===== config.mk =====
export PLATFORM = sky130hd
export DESIGN_NAME = psa_pipe_adder
export DESIGN_NICKNAME = d
export VERILOG_FILES = /design/src/rtl/psa_pkg.sv /design/src/rtl/psa_skew.sv /design/src/rtl/psa_bit_stage.sv /design/src/rtl/psa_pipe_adder.sv
export SDC_FILE = /design/constraint.sdc
export NUM_CORES = 1
export LEC_CHECK = 0
export BUFFER_PORTS_ARGS = -buffer_cell sky130_fd_sc_hd__buf_4
export CAP_MARGIN = 20
export CORE_UTILIZATION = 25
export CTS_CLUSTER_DIAMETER = 60
export DETAILED_ROUTE_END_ITERATION = 6
export GPL_ROUTABILITY_DRIVEN = 1
export GPL_TIMING_DRIVEN = 0
export PLACE_DENSITY = 0.45
export SLEW_MARGIN = 20
export SYNTH_ARGS = -nofsm -noshare
export SYNTH_HDL_FRONTEND = slang
export SYNTH_HIERARCHICAL = 1
export SYNTH_SLANG_ARGS = --single-unit

===== constraint.sdc =====
create_clock -name clk -period 2.03 [get_ports clk]
set_clock_uncertainty 0.15 [all_clocks]
set_input_delay 0 -clock clk [delete_from_list [all_inputs] [get_ports clk]]
set_output_delay 0 -clock clk [all_outputs]
set_load 0.005 [all_outputs]

===== src/rtl/psa_pkg.sv =====
package psa_pkg;

  // Sum output of one full-adder cell.
  function automatic logic fa_sum(input logic x, input logic y, input logic ci);
    return x ^ y ^ ci;
  endfunction

  // Carry output of one full-adder cell: the majority of the three inputs.
  function automatic logic fa_carry(input logic x, input logic y, input logic ci);
    return (x & y) | (y & ci) | (x & ci);
  endfunction

endpackage


===== src/rtl/psa_skew.sv =====
// Shift register without reset, used for operand skew and sum deskew.
module psa_skew #(
  parameter int WIDTH = 1,
  parameter int DEPTH = 1
) (
  input  logic             clk,
  input  logic [WIDTH-1:0] d,
  output logic [WIDTH-1:0] q
);

  logic [WIDTH-1:0] pipe_q [DEPTH];
  logic [WIDTH-1:0] pipe_d [DEPTH];

  always_comb begin
    pipe_d[0] = d;
    for (int k = 1; k < DEPTH; k++) begin
      pipe_d[k] = pipe_q[k-1];
    end
  end

  always_ff @(posedge clk) begin
    pipe_q <= pipe_d;
  end

  assign q = pipe_q[DEPTH-1];

endmodule


===== src/rtl/psa_bit_stage.sv =====
// One bit position: a combinational full-adder cell followed by its carry flip-flop.
module psa_bit_stage
  import psa_pkg::*;
(
  input  logic clk,
  input  logic x,
  input  logic y,
  input  logic ci,
  output logic s,
  output logic co_q
);

  logic co_d;

  always_comb begin
    s    = fa_sum(x, y, ci);
    co_d = fa_carry(x, y, ci);
  end

  always_ff @(posedge clk) begin
    co_q <= co_d;
  end

endmodule


===== src/rtl/psa_pipe_adder.sv =====
module psa_pipe_adder #(
  parameter int WIDTH = 32
) (
  input  logic             clk,
  input  logic             rst_n,
  input  logic             in_valid,
  input  logic [WIDTH-1:0] in_a,
  input  logic [WIDTH-1:0] in_b,
  input  logic             in_cin,
  output logic             out_valid,
  output logic [WIDTH-1:0] out_sum,
  output logic             out_cout
);

  localparam int LAT = WIDTH;

  logic [WIDTH-1:0] carry_q;
  logic [WIDTH-1:0] sum_raw;
  logic [LAT-1:0]   vld_q;
  logic [LAT-1:0]   vld_d;

  // Bit positions: skew on the inputs, adder cell, deskew on the sum
  for (genvar i = 0; i < WIDTH; i++) begin : g_bit
    logic xa, yb, ci;

    if (i == 0) begin : g_first
      assign xa = in_a[0];
      assign yb = in_b[0];
      assign ci = in_cin;
    end else begin : g_rest
      logic [1:0] ab_dly;
      psa_skew #(.WIDTH(2), .DEPTH(i)) u_skew (
        .clk (clk),
        .d   ({in_a[i], in_b[i]}),
        .q   (ab_dly)
      );
      assign xa = ab_dly[1];
      assign yb = ab_dly[0];
      assign ci = carry_q[i-1];
    end

    psa_bit_stage u_stage (
      .clk  (clk),
      .x    (xa),
      .y    (yb),
      .ci   (ci),
      .s    (sum_raw[i]),
      .co_q (carry_q[i])
    );

    psa_skew #(.WIDTH(1), .DEPTH(WIDTH - i)) u_deskew (
      .clk (clk),
      .d   (sum_raw[i]),
      .q   (out_sum[i])
    );
  end

  assign out_cout = carry_q[WIDTH-1];

  // Valid pipeline: next-state process and register process
  always_comb begin
    vld_d = {vld_q[LAT-2:0], in_valid};
  end

  always_ff @(posedge clk or negedge rst_n) begin
    if (!rst_n) begin
      vld_q <= '0;
    end else begin
      vld_q <= vld_d;
    end
  end

  assign out_valid = vld_q[LAT-1];

endmodule


==> flow_metrics.env <==
export IMPL_io_pins=102
export IMPL_outcome="finished clean"
export IMPL_syn_avg_cell_area_um2=20.1
export IMPL_synthCells=1616
export IMPL_grt_pass1_wl_um=51800
export IMPL_start_util_pct=25.3
export IMPL_power_leakage_nw=17.5
export IMPL_rsz0062_at_grt="no"
export IMPL_cp_required_ps=2530
export IMPL_ys_types=3
export IMPL_p_per_area_nw_per_um2=1530
export IMPL_synthArstFlopShare_pct=2.02
export IMPL_rr_endpoint="g_bit[30].u_deskew/pipe_d[0]"
export IMPL_antenna_found_initial=0
export IMPL_finalSetupViolCount=0
export IMPL_drt_pass1_iterations=4
export IMPL_critPathCapture="g_bit[0].u_deskew/pipe_d[30]"
export IMPL_grt_pass1_vias=11600
export IMPL_hpwl_um=12800
export IMPL_maxSlewHeadroom_pct=82.2
export IMPL_regToRegSetupSlack_ps=960
export IMPL_postRouteAntennaNets=0
export IMPL_core_um2=128000
export IMPL_cp_slowest_cell="dlygate4sd3_1"
export IMPL_die_w_um=363
export IMPL_cts_tree="done"
export IMPL_synth_top_flop_cell="dfxtp_1"
export IMPL_diodes=0
export IMPL_htreeDepth=4
export IMPL_netlist_area_um2=32500
export IMPL_synth_area_leaders="dfxtp_1 (96%), dfrtp_1 (2.5%), fa_1 (2.0%)"
export IMPL_reg2reg_depth=1
export IMPL_ir_drop_uv=808
export IMPL_clock_root_buffer="clkbuf_16"
export IMPL_syn_nets=1716
export IMPL_wl_per_cell_um=7.81
export IMPL_synth_commonest_cells="dfxtp_1 (1552), dfrtp_1 (32), fa_1 (32)"
export IMPL_yosysTopAreaCell="dfxtp_1"
export IMPL_route_vias_total=11300
export IMPL_finalMaxSlewViolations=0
export IMPL_synth_edff_count=0
export IMPL_fin_crit_sh_pct=86.4
export IMPL_cpMostUsedCell="dlygate4sd3_1"
export IMPL_crit_type="primary input to register"
export IMPL_drc=0
export IMPL_min_path_type="register to register"
export IMPL_r2r_start="g_bit[30].g_rest.u_skew/q[1]"
export IMPL_layout_nets=2115
export IMPL_worst_pin_slew_ps=267
export IMPL_drt_wl_total_um=30300
export IMPL_insertion_delay_ps=770
export IMPL_dp_slack_ps=931
export IMPL_area_delta_synth_final_pct=30.4
export IMPL_drive_gt1_share_pct=17.0
export IMPL_setup_worst_path_start_class="primary input"
export IMPL_startpoint="in_a[0]"
export IMPL_cp_end_kind="register"
export IMPL_drt_iter0_markers=347
export IMPL_clock_sinks=1584
export IMPL_vias_per_cell=2.91
export IMPL_post_route_min_period_ps=1750
export IMPL_power_mw=65.0
export IMPL_holdWs_ps=131
export IMPL_synth_seq_area_share_pct=98.0
export IMPL_cts_buffers=160
export IMPL_die_area_um2=131000
export IMPL_crit_path_cell_trace="dlygate4sd3_1 > buf_4 > dlygate4sd3_1 > fa_1 > dlygate4sd3_1"
export IMPL_synth_seq_cells=1584
export IMPL_hold_viol=0
export IMPL_grt_remaining_overflow=0
export IMPL_cts_setup_buffers=0
export IMPL_post_synth_top_count_cell="dfxtp_1"
export IMPL_synth_top_cell_area_share_pct=95.6
export IMPL_grt_max_degree=33
export IMPL_layout_setup_ws_ps=275
export IMPL_clockBufferDepth=3
export IMPL_fmax_ghz=0.570
export IMPL_yosysWarnings=6
export IMPL_worstPathArrival_ps=2250
export IMPL_grtUsageTotal_pct=4.92
export IMPL_setup_tns_ps=0
export IMPL_port_buffers=101
export IMPL_drv_cap=0
export IMPL_slowest_delay_ps=570
export IMPL_crit_fanout=1
export IMPL_path_clk_slew_ps=60
export IMPL_die_y_um=363
export IMPL_globalplace_congestion=0.642
export IMPL_row_count=131
-- sequential cells by signal (all words and copies together), names as in the netlist --
signal,count
g_bit.u_deskew/q,32
vld_q,32
g_bit.g_rest.u_skew/pipe_d,930
g_bit.u_deskew/pipe_d,496
g_bit.u_stage/co_q,32
g_bit.g_rest.u_skew/q,62
-- timing repair --
item	CTS	global route
hold buffers	136	0
setup endpoints to repair	0	0
resized for setup	0	0
endpoints found under the hold margin	97	0
-- area by class of cell --
| type | count | area, µm² |
|---|---|---|
| Clock buffer | 229 | 4640 |
| Clock inverter | 64 | 940 |
| Timing Repair Buffer | 237 | 2130 |
| Multi-Input combinational cell | 32 | 641 |
| Fill cell | 12200 | 86000 |
| Tap cell | 1729 | 2160 |
| Sequential cell | 1584 | 31900 |
-- metrics by stage --
step / util, % / instance area, µm² / cells
floorplan: - / 32500 / 1616
global placement: 27.6 / 35400 / 3446
detailed placement: 27.6 / 35400 / 3446
CTS: 33.0 / 42400 / 3875
global route: 33.0 / 42400 / 3875
finish: 33.0 / 42400 / 3875
-- worst min path at each step --
stage | from | end | depth (start not counted)
2_1_floorplan | rst_n | vld_q[0] | 0
3_3_place_gp | rst_n | vld_q[31] | 1
3_5_place_dp | rst_n | vld_q[31] | 1
4_1_cts | rst_n | vld_q[31] | 4
5_1_grt | rst_n | vld_q[28] | 4
6_report | g_bit[0].u_deskew/pipe_d[11] | g_bit[0].u_deskew/pipe_d[10] | 0
-- metal layers --
metal	wire length (µm)	vias up	part of all wire (%)	global-route usage [%]
li1	-	5811	-	-
met1	13500	5074	44	5.21
met2	12400	244	41	6.79
met3	2620	130	8.7	2.97
met4	1770	0	5.9	4.37
met5	0	-	0	0
-- cell families (layout without fill, tap and decap cells) --
| logic type | count (synthesis) | after routing | share of synthesized area [%] |
|---|---|---|---|
| flip-flops | 1584 | 1584 | 98.0 |
| adder cells (fa/ha/maj) | 32 | 32 | 1.97 |
| buffers and inverters | 0 | 530 | 0 |
-- placed cells by master, fill, tap and decap left out, drive strengths merged --
| master | netlist | routed |
|---|---|---|
| dfxtp | 1552 | 1552 |
| clkbuf | 0 | 229 |
| dlygate4sd3 | 0 | 135 |
| buf | 0 | 102 |
| clkinv | 0 | 44 |
| fa | 32 | 32 |
| dfrtp | 32 | 32 |
| bufinv | 0 | 9 |
| inv | 0 | 7 |
| clkinvlp | 0 | 4 |
-- critical path: cells and delay by family --
kind	cells	cell delay [ps]
buffers and inverters	4	1810
adders and majority gates	1	450
-- report_power, final --
part           leakage (nW)  switching (mW)  internal (mW)
sequential             13.5           0.697           34.4
combinational          1.29           0.166          0.462
clock                  2.72            11.9           17.4
total                  17.5            12.8           52.3
(Power assumes the default switching activity.)
